--- src/rtl/bsq_pkg.sv ---
package bsq_pkg;
  typedef enum logic [1:0] {
    ST_IDLE = 2'd0,
    ST_HIGH = 2'd1,
    ST_LOW  = 2'd2
  } bsq_state_e;
endpackage

--- src/rtl/bsq_lane_fmt.sv ---
module bsq_lane_fmt #(
  parameter int SAMPLE_W = 14,
  parameter int LOW_W    = 9
) (
  input  logic [SAMPLE_W-1:0] smp_i,
  input  logic                hi_res_i,
  output logic [SAMPLE_W-1:0] smp_o
);
  localparam int SHIFT = SAMPLE_W - LOW_W;
  localparam logic signed [SAMPLE_W:0] HALF  = (SAMPLE_W+1)'(1 << (SHIFT-1));
  localparam logic signed [SAMPLE_W:0] LIMIT = (SAMPLE_W+1)'((1 << (LOW_W-1)) - 1);

  logic signed [SAMPLE_W:0] widened;
  logic signed [SAMPLE_W:0] biased;
  logic signed [SAMPLE_W:0] scaled;
  logic        [LOW_W-1:0]  coarse;

  always_comb begin
    widened = {smp_i[SAMPLE_W-1], smp_i};
    biased  = widened + HALF;
    scaled  = biased >>> SHIFT;
    coarse  = (scaled > LIMIT) ? LIMIT[LOW_W-1:0] : scaled[LOW_W-1:0];
    smp_o   = hi_res_i ? smp_i : {{SHIFT{coarse[LOW_W-1]}}, coarse};
  end
endmodule

--- src/rtl/bsq_ctrl.sv ---
module bsq_ctrl
  import bsq_pkg::*;
#(
  parameter int CNT_W = 8
) (
  input  logic             clk,
  input  logic             rst_n,
  input  logic             cfg_auto,
  input  logic [CNT_W-1:0] cfg_hi_count,
  input  logic [CNT_W-1:0] cfg_lo_count,
  input  logic             trig_in,
  input  logic             take_i,
  output logic             in_burst_o,
  output logic             hi_phase_o,
  output logic             idle_o
);
  bsq_state_e       state;
  logic [CNT_W-1:0] beat_cnt;
  logic [CNT_W-1:0] hi_last;
  logic [CNT_W-1:0] lo_last;

  function automatic logic [CNT_W-1:0] last_index(input logic [CNT_W-1:0] n);
    return (n == '0) ? '0 : n - 1'b1;
  endfunction

  always_ff @(posedge clk) begin
    if (!rst_n) begin
      state    <= ST_IDLE;
      beat_cnt <= '0;
      hi_last  <= '0;
      lo_last  <= '0;
    end else begin
      unique case (state)
        ST_IDLE: begin
          if (cfg_auto || trig_in) begin
            hi_last  <= last_index(cfg_hi_count);
            lo_last  <= last_index(cfg_lo_count);
            beat_cnt <= '0;
            state    <= ST_HIGH;
          end
        end
        ST_HIGH: begin
          if (take_i) begin
            if (beat_cnt == hi_last) begin
              beat_cnt <= '0;
              state    <= ST_LOW;
            end else begin
              beat_cnt <= beat_cnt + 1'b1;
            end
          end
        end
        ST_LOW: begin
          if (take_i) begin
            if (beat_cnt == lo_last) begin
              beat_cnt <= '0;
              if (cfg_auto) begin
                hi_last <= last_index(cfg_hi_count);
                lo_last <= last_index(cfg_lo_count);
                state   <= ST_HIGH;
              end else begin
                state   <= ST_IDLE;
              end
            end else begin
              beat_cnt <= beat_cnt + 1'b1;
            end
          end
        end
        default: state <= ST_IDLE;
      endcase
    end
  end

  assign idle_o     = (state == ST_IDLE);
  assign in_burst_o = (state == ST_HIGH) || (state == ST_LOW);
  assign hi_phase_o = (state == ST_HIGH);
endmodule

--- src/rtl/bsq_out_reg.sv ---
module bsq_out_reg #(
  parameter int DATA_W = 28
) (
  input  logic              clk,
  input  logic              rst_n,
  input  logic              load_i,
  input  logic [DATA_W-1:0] data_i,
  input  logic              hi_res_i,
  input  logic              out_ready,
  output logic              out_valid,
  output logic [DATA_W-1:0] out_data,
  output logic              out_hi_res
);
  always_ff @(posedge clk) begin
    if (!rst_n) begin
      out_valid  <= 1'b0;
      out_data   <= '0;
      out_hi_res <= 1'b0;
    end else if (load_i) begin
      out_valid  <= 1'b1;
      out_data   <= data_i;
      out_hi_res <= hi_res_i;
    end else if (out_ready) begin
      out_valid  <= 1'b0;
    end
  end
endmodule

--- src/rtl/bsq_burst_seq.sv ---
module bsq_burst_seq #(
  parameter int LANES    = 2,
  parameter int SAMPLE_W = 14,
  parameter int LOW_W    = 9,
  parameter int CNT_W    = 8
) (
  input  logic                      clk,
  input  logic                      rst_n,
  input  logic                      cfg_auto,
  input  logic [CNT_W-1:0]          cfg_hi_count,
  input  logic [CNT_W-1:0]          cfg_lo_count,
  input  logic                      trig_in,
  output logic                      trig_ready,
  input  logic                      in_valid,
  output logic                      in_ready,
  input  logic [LANES*SAMPLE_W-1:0] in_data,
  output logic                      out_valid,
  input  logic                      out_ready,
  output logic [LANES*SAMPLE_W-1:0] out_data,
  output logic                      out_hi_res
);
  localparam int DATA_W = LANES * SAMPLE_W;

  logic              in_burst;
  logic              hi_phase;
  logic              idle;
  logic              take;
  logic [DATA_W-1:0] fmt_data;

  assign in_ready   = idle || !out_valid || out_ready;
  assign take       = in_valid && in_ready && in_burst;
  assign trig_ready = idle;

  bsq_ctrl #(.CNT_W(CNT_W)) u_ctrl (
    .clk          (clk),
    .rst_n        (rst_n),
    .cfg_auto     (cfg_auto),
    .cfg_hi_count (cfg_hi_count),
    .cfg_lo_count (cfg_lo_count),
    .trig_in      (trig_in),
    .take_i       (take),
    .in_burst_o   (in_burst),
    .hi_phase_o   (hi_phase),
    .idle_o       (idle)
  );

  for (genvar g = 0; g < LANES; g++) begin : g_lane
    bsq_lane_fmt #(.SAMPLE_W(SAMPLE_W), .LOW_W(LOW_W)) u_fmt (
      .smp_i    (in_data[g*SAMPLE_W +: SAMPLE_W]),
      .hi_res_i (hi_phase),
      .smp_o    (fmt_data[g*SAMPLE_W +: SAMPLE_W])
    );
  end

  bsq_out_reg #(.DATA_W(DATA_W)) u_out (
    .clk        (clk),
    .rst_n      (rst_n),
    .load_i     (take),
    .data_i     (fmt_data),
    .hi_res_i   (hi_phase),
    .out_ready  (out_ready),
    .out_valid  (out_valid),
    .out_data   (out_data),
    .out_hi_res (out_hi_res)
  );
endmodule

--- config.mk ---
export PLATFORM = sky130hd
export DESIGN_NAME = bsq_burst_seq
export DESIGN_NICKNAME = d
export VERILOG_FILES = /design/src/rtl/bsq_pkg.sv /design/src/rtl/bsq_lane_fmt.sv /design/src/rtl/bsq_ctrl.sv /design/src/rtl/bsq_out_reg.sv /design/src/rtl/bsq_burst_seq.sv
export SDC_FILE = /design/constraint.sdc
export NUM_CORES = 1
export LEC_CHECK = 0
export ABC_AREA = 1
export BUFFER_PORTS_ARGS = -buffer_cell sky130_fd_sc_hd__buf_2
export CAP_MARGIN = 40
export CORE_ASPECT_RATIO = 0.75
export CORE_MARGIN = 3
export CORE_UTILIZATION = 41
export DETAILED_ROUTE_END_ITERATION = 6
export PLACE_DENSITY = 0.7
export SLEW_MARGIN = 20
export SYNTH_ARGS = -nofsm -noshare
export SYNTH_HDL_FRONTEND = slang
export SYNTH_HIERARCHICAL = 1
export SYNTH_SLANG_ARGS = --single-unit
--- constraint.sdc ---
create_clock -name clk -period 2.9 [get_ports clk]
set_clock_uncertainty 0.2 [all_clocks]
set_input_delay 0.58 -clock clk [delete_from_list [all_inputs] [get_ports clk]]
set_output_delay 0.58 -clock clk [all_outputs]
set_load 0.005 [all_outputs]
# Word-level counts from Yosys, hierarchy flattened
# Index checks and enable logic that the tools add are counted.
dict set report totals {
  in_bits 50
  ff_bits 56
  out_inout_bits 32
  wordCells 71
}
dict set report op_classes {
  eq_ne 10
  n_mux 31
  n_lt_le_gt_ge 2
  reduce_logical 16
  addsub 5
}
# operator count
set op_table {}
lappend op_table {{$mux 8} 15}
lappend op_table {{$pmux 8 s2} 2}
lappend op_table {{$add 14x6->15 const B} 2}
lappend op_table {{$mux 14} 2}
lappend op_table {{$pmux 8 s3} 1}
lappend op_table {{$gt 10x9->1 const B} 2}
lappend op_table {{$mux 9} 2}
lappend op_table {{$eq 8x8->1} 2}
lappend op_table {{$logic_not 8->1} 2}
lappend op_table {{$sub 8x1->8 const B} 2}
lappend op_table {{$mux 2} 5}
lappend op_table {{$reduce_and 5->1} 2}
lappend op_table {{$add 8x1->8 const B} 1}
lappend op_table {{$ne 2x2->1 const B} 4}
lappend op_table {{$pmux 2 s3} 1}
lappend op_table {{$logic_or 1x1->1} 4}
lappend op_table {{$ne 2x1->1 const B} 2}
lappend op_table {{$reduce_and 4->1} 1}
lappend op_table {{$reduce_bool 2->1} 2}
lappend op_table {{$mux 1} 3}
lappend op_table {{$reduce_bool 3->1} 1}
lappend op_table {{$eq 2x1->1 const B} 1}
lappend op_table {{$eq 2x2->1 const B} 1}
lappend op_table {{$logic_and 1x1->1} 2}
lappend op_table {{other kinds (2)} 2}

# Logic depth before layout (Yosys ltp)
dict set report logic_depth {
  word_depth 7
  mapped_depth 14
  depth_no_buf 14
}

# Cells and area by module
# Netlist, hierarchy kept.
# module cells_per_inst n_inst seq_area_each_um2 area_each_um2
set by_module_without_submodules {}
lappend by_module_without_submodules {bsq_ctrl 281 1 520.5 1881.8}
lappend by_module_without_submodules {bsq_lane_fmt 95 2 0.0 544.3}
lappend by_module_without_submodules {bsq_out_reg 131 1 600.6 1084.8}
lappend by_module_without_submodules {bsq_burst_seq 7 1 0.0 32.5}

# Worst setup path before layout
# Ideal clock, no wire load.
dict set report synth_path {
  kind {register -> register}
  startpoint {reg u_ctrl.state[0]}
  endpoint {reg u_ctrl.lo_last[7]}
  stages_incl_launch_ff 15
  setup_ps 114
  synth_period_minus_slack_ps 1983
  path_slack_ps 917
  t_required_ps 2586
  n_path_buf 1
  t_arrival_ps 1668
  path_cell_list {dfxtp_1 -> inv_1 -> ha_1 -> nand2_1 -> inv_1 -> nand2_1 -> inv_1 -> nand3_1 -> o21ai_1 -> nand2_1 -> clkinv_2 -> nand2_8 -> buf_12 -> a31oi_4 -> nor2_1}
}
dict set report synth_between {
  word_cells_on_any_way 15
  classes_between {eq/ne: 6; mux: 1; reduce/logical: 8}
}
# element line_no
set synth_lines {}
lappend synth_lines {{start: declaration} bsq_ctrl.sv:17} ;# bsq_state_e state;
lappend synth_lines {{start signal: assignment} bsq_ctrl.sv:28} ;# state <= ST_IDLE;
lappend synth_lines {{start signal: assignment} bsq_ctrl.sv:39} ;# state <= ST_HIGH;
lappend synth_lines {{start signal: assignment} bsq_ctrl.sv:46} ;# state <= ST_LOW;
lappend synth_lines {{$eq 2x1->1 / $eq 2x2->1 (equally long branches)} bsq_ctrl.sv:74} ;# assign in_burst_o = (state == ST_HIGH) || (state == ST_LOW);
lappend synth_lines {{$logic_or 1x1->1 *} bsq_ctrl.sv:74}
lappend synth_lines {{net in_burst} bsq_burst_seq.sv:24} ;# logic in_burst;
lappend synth_lines {{$logic_and 1x1->1 *} bsq_burst_seq.sv:31} ;# assign take = in_valid && in_ready && in_burst;
lappend synth_lines {{net take} bsq_burst_seq.sv:27} ;# logic take;
lappend synth_lines {{$ne 2x2->1 (no source line) *} -}
lappend synth_lines {{$reduce_and 5->1 (no source line) *} -}
lappend synth_lines {{end signal: assignment} bsq_ctrl.sv:37} ;# lo_last <= last_index(cfg_lo_count);
lappend synth_lines {{end signal: assignment} bsq_ctrl.sv:58} ;# lo_last <= last_index(cfg_lo_count);
lappend synth_lines {{end: declaration} bsq_ctrl.sv:20} ;# logic [CNT_W-1:0] lo_last;
# Mark *: on every way through the listed nets, which the timed path passes. The rest lies on a longest branch.
# A chain may end at the register's enable or synchronous reset.

# Final worst setup path
dict set report layout_path {
  startpoint {reg u_ctrl.state[0]}
  endpoint {reg u_ctrl.hi_last[7]}
}
dict set report layout_between {
  word_cells_on_any_way 15
  classes_between {eq/ne: 6; mux: 1; reduce/logical: 8}
}
# element line_no
set layout_lines {}
lappend layout_lines {{$eq 2x1->1 / $eq 2x2->1 (equally long branches)} bsq_ctrl.sv:74}
lappend layout_lines {{$logic_or 1x1->1 *} bsq_ctrl.sv:74}
lappend layout_lines {{net in_burst} bsq_burst_seq.sv:24}
lappend layout_lines {{$logic_and 1x1->1 *} bsq_burst_seq.sv:31}
lappend layout_lines {{net take} bsq_burst_seq.sv:27}
lappend layout_lines {{$ne 2x2->1 (no source line) *} -}
lappend layout_lines {{$reduce_and 5->1 (no source line) *} -}
lappend layout_lines {{end signal: assignment} bsq_ctrl.sv:36} ;# hi_last <= last_index(cfg_hi_count);
lappend layout_lines {{end signal: assignment} bsq_ctrl.sv:57} ;# hi_last <= last_index(cfg_hi_count);
lappend layout_lines {{end: declaration} bsq_ctrl.sv:19} ;# logic [CNT_W-1:0] hi_last;
# Marked as above.

==> results.sh <==
export IMPL_cts_resized=0
export IMPL_fp_dieW_um=121
export IMPL_ys_flop_type="dfxtp_1"
export IMPL_cts_sinks=56
export IMPL_crit_type="reg -> reg"
export IMPL_worstSkewPairLatency_ps=290
export IMPL_cts_root_buf="clkbuf_16"
export IMPL_post_drt_wl_per_cell_um=12.3
export IMPL_ys_top_cells_by_area="dfxtp_1, nand2_1, nor2_1"
export IMPL_chipHeight_um=92.5
export IMPL_routed_wl_um=9930
export IMPL_route_vias_total=4007
export IMPL_slew_violations=0
export IMPL_power_density_nw_per_um2=717
export IMPL_grt_util_all_layers_pct=17.7
export IMPL_num_io_pins=82
export IMPL_cap_violations=0
export IMPL_dieArea_um2=11200
export IMPL_drtAntennaViolNets=0
export IMPL_postCtsHoldBufs=0
export IMPL_maxSlewHeadroom_pct=63.5
export IMPL_hold_path_class="reg -> reg"
export IMPL_rsz0062_at_grt="no"
export IMPL_yosysSeqAreaShare_pct=27.4
export IMPL_std_cell_rows=30
export IMPL_start_kind="flop"
export IMPL_synth_top_cell_area_share_pct=27.4
export IMPL_ys_ff_latch=56
export IMPL_crit_required_ps=2900
export IMPL_setup_viol=0
export IMPL_hold_violations=0
export IMPL_synth_cell_area_um2=4090
export IMPL_yosysMostFrequentCell="nand2_1"
export IMPL_synth_common_cells="nand2_1, nor2_1, inv_1"
export IMPL_start_util_pct=43.6
export IMPL_fin_crit_ps=2400
export IMPL_drive_gt1_share_pct=22.6
export IMPL_ir_drop_v=0.000354
export IMPL_clock_path_buffers=2
export IMPL_p_leak_nw=2.34
export IMPL_drtIter0Drc=353
export IMPL_core_area_um2=9380
export IMPL_use_met1_pct=27.2
export IMPL_p_total_mw=3.34
export IMPL_fin_crit_sh_pct=82.8
export IMPL_tightest_slew_ps=545
export IMPL_hpwl_um=7690
export IMPL_synth_largest_area_cell="dfxtp_1"
export IMPL_nNetsFinal=741
export IMPL_cts_made_buffers=5
export IMPL_area_growth_syn_to_layout_pct=13.9
export IMPL_place_congestion=0.900
export IMPL_grt_pass1_vias=3470
export IMPL_cts_htree_levels=2
export IMPL_syn_instance_count=609
export IMPL_fmaxAchievable_mhz=416
export IMPL_antenna_found_initial=0
export IMPL_post_cts_setup_buffer_count=0
export IMPL_grt_overflow=0
export IMPL_syn_area_per_cell_um2=6.71
export IMPL_vias_per_cell=4.95
export IMPL_grt_max_degree=38
export IMPL_grt_pass1_wl_um=16700
export IMPL_ys_types=42
export IMPL_port_buffers=81
export IMPL_first_pass_iters=5
export IMPL_tns_ps=0
export IMPL_drc=0
export IMPL_syn_nets=670
export IMPL_grt_use_met3_pct=2.87
export IMPL_diodes=0
export IMPL_cp_arrival_ps=2400
export IMPL_cts_tree="built"
export IMPL_setup_worst_path_end_class="flop"
export IMPL_gr_usage_met2_pct=26.3
export IMPL_synth_edf_count=0
export IMPL_yosys_warnings=6
export IMPL_n_fill_cell=968
export IMPL_outcome="completed"
export IMPL_top_usage_layer="met1"
export IMPL_synthArstFlopShare_pct=0
export IMPL_worst_path_max_fanout=19
export IMPL_whs_ps=286
export IMPL_clkTransAtPathRegs_ps=80
-- sequential cells by signal (all words and copies together) (netlist names) --
register	count
u_ctrl/beat_cnt	8
u_ctrl/state	2
u_out/out_data	28
u_out/out_valid	1
u_ctrl/lo_last	8
u_out/out_hi_res	1
u_ctrl/hi_last	8
-- worst max-delay path, cell delays in order (launching register included) --
cell and delay [ps]:
dfxtp_1 390, inv_1 90, ha_1 320, nand2_1 60, inv_1 40, nand2_1 40, inv_1 250, nand3_1 120
o21ai_1 90, nand2_1 90, clkinv_2 200, nand2_8 130, nand2_1 80, o21ai_0 60, and2_1 130
-- layout by cell type, fill, tap and decap left out, types with 8 or more instances in the layout --
cell type and n:
nor2_4 8, dfxtp_1 56, nand4_1 10, xnor2_1 13, buf_2 81, nand3_1 49, ha_1 11, o21ai_1 11
a21oi_1 36, or2_2 11, o21ai_0 40, nor2_1 103, inv_1 74, nand2_1 108
-- routing by layer --
metal,vias up,wire [um]
met5,-,0
met4,0,43
met3,2,634
met2,119,4130
met1,1800,5120
li1,2086,-
-- final cells by class --
class,instances,area [um2],area share [%]
multi-input combinational,451,2480,53.3
clock inverter,3,25.0,0.538
tap,128,160,3.44
inverter,82,314,6.75
clock buffer,5,125,2.69
sequential,56,1120,24.1
timing repair buffer,84,428,9.19
-- cells by family after synthesis --
kind of cell | share of synthesized area [%]
compound gates | 12.2
xor+xnor | 4.04
fa+ha+maj | 3.37
buf+inv | 11.9
flops | 27.4
simple gates | 41.1
-- per-stage QoR --
step | util, % | area (um2) | setup WS, ps | cells
after CTS | 49.6 | 4650 | 495 | 809
after floorplan | - | 4090 | 917 | 609
after global routing | 49.6 | 4650 | 139 | 809
after global placement | 48.0 | 4500 | 596 | 801
final | 49.6 | 4650 | 499 | 809
after detailed placement | 48.0 | 4500 | 510 | 801
-- worst paths after layout --
kind	start	endpoint	slack, ps	cells after the start
max	u_ctrl/state[0]$_SDFFE_PN0P_	u_ctrl/hi_last[7]$_SDFFE_PN0P_	500	14
min	u_ctrl/lo_last[0]$_SDFFE_PN0P_	u_ctrl/lo_last[0]$_SDFFE_PN0P_	290	2
max reg2reg	u_ctrl/state[0]$_SDFFE_PN0P_	u_ctrl/hi_last[7]$_SDFFE_PN0P_	500	14
min reg2reg	u_ctrl/lo_last[0]$_SDFFE_PN0P_	u_ctrl/lo_last[0]$_SDFFE_PN0P_	290	2
-- power by group --
part	switching, mW	leakage [nW]	internal (mW)
registers	0.154	0.459	0.986
clock network	0.298	0.0708	0.327
logic	0.990	1.81	0.580
total	1.44	2.34	1.89
No activity file was read; power rests on OpenSTA's default activity.
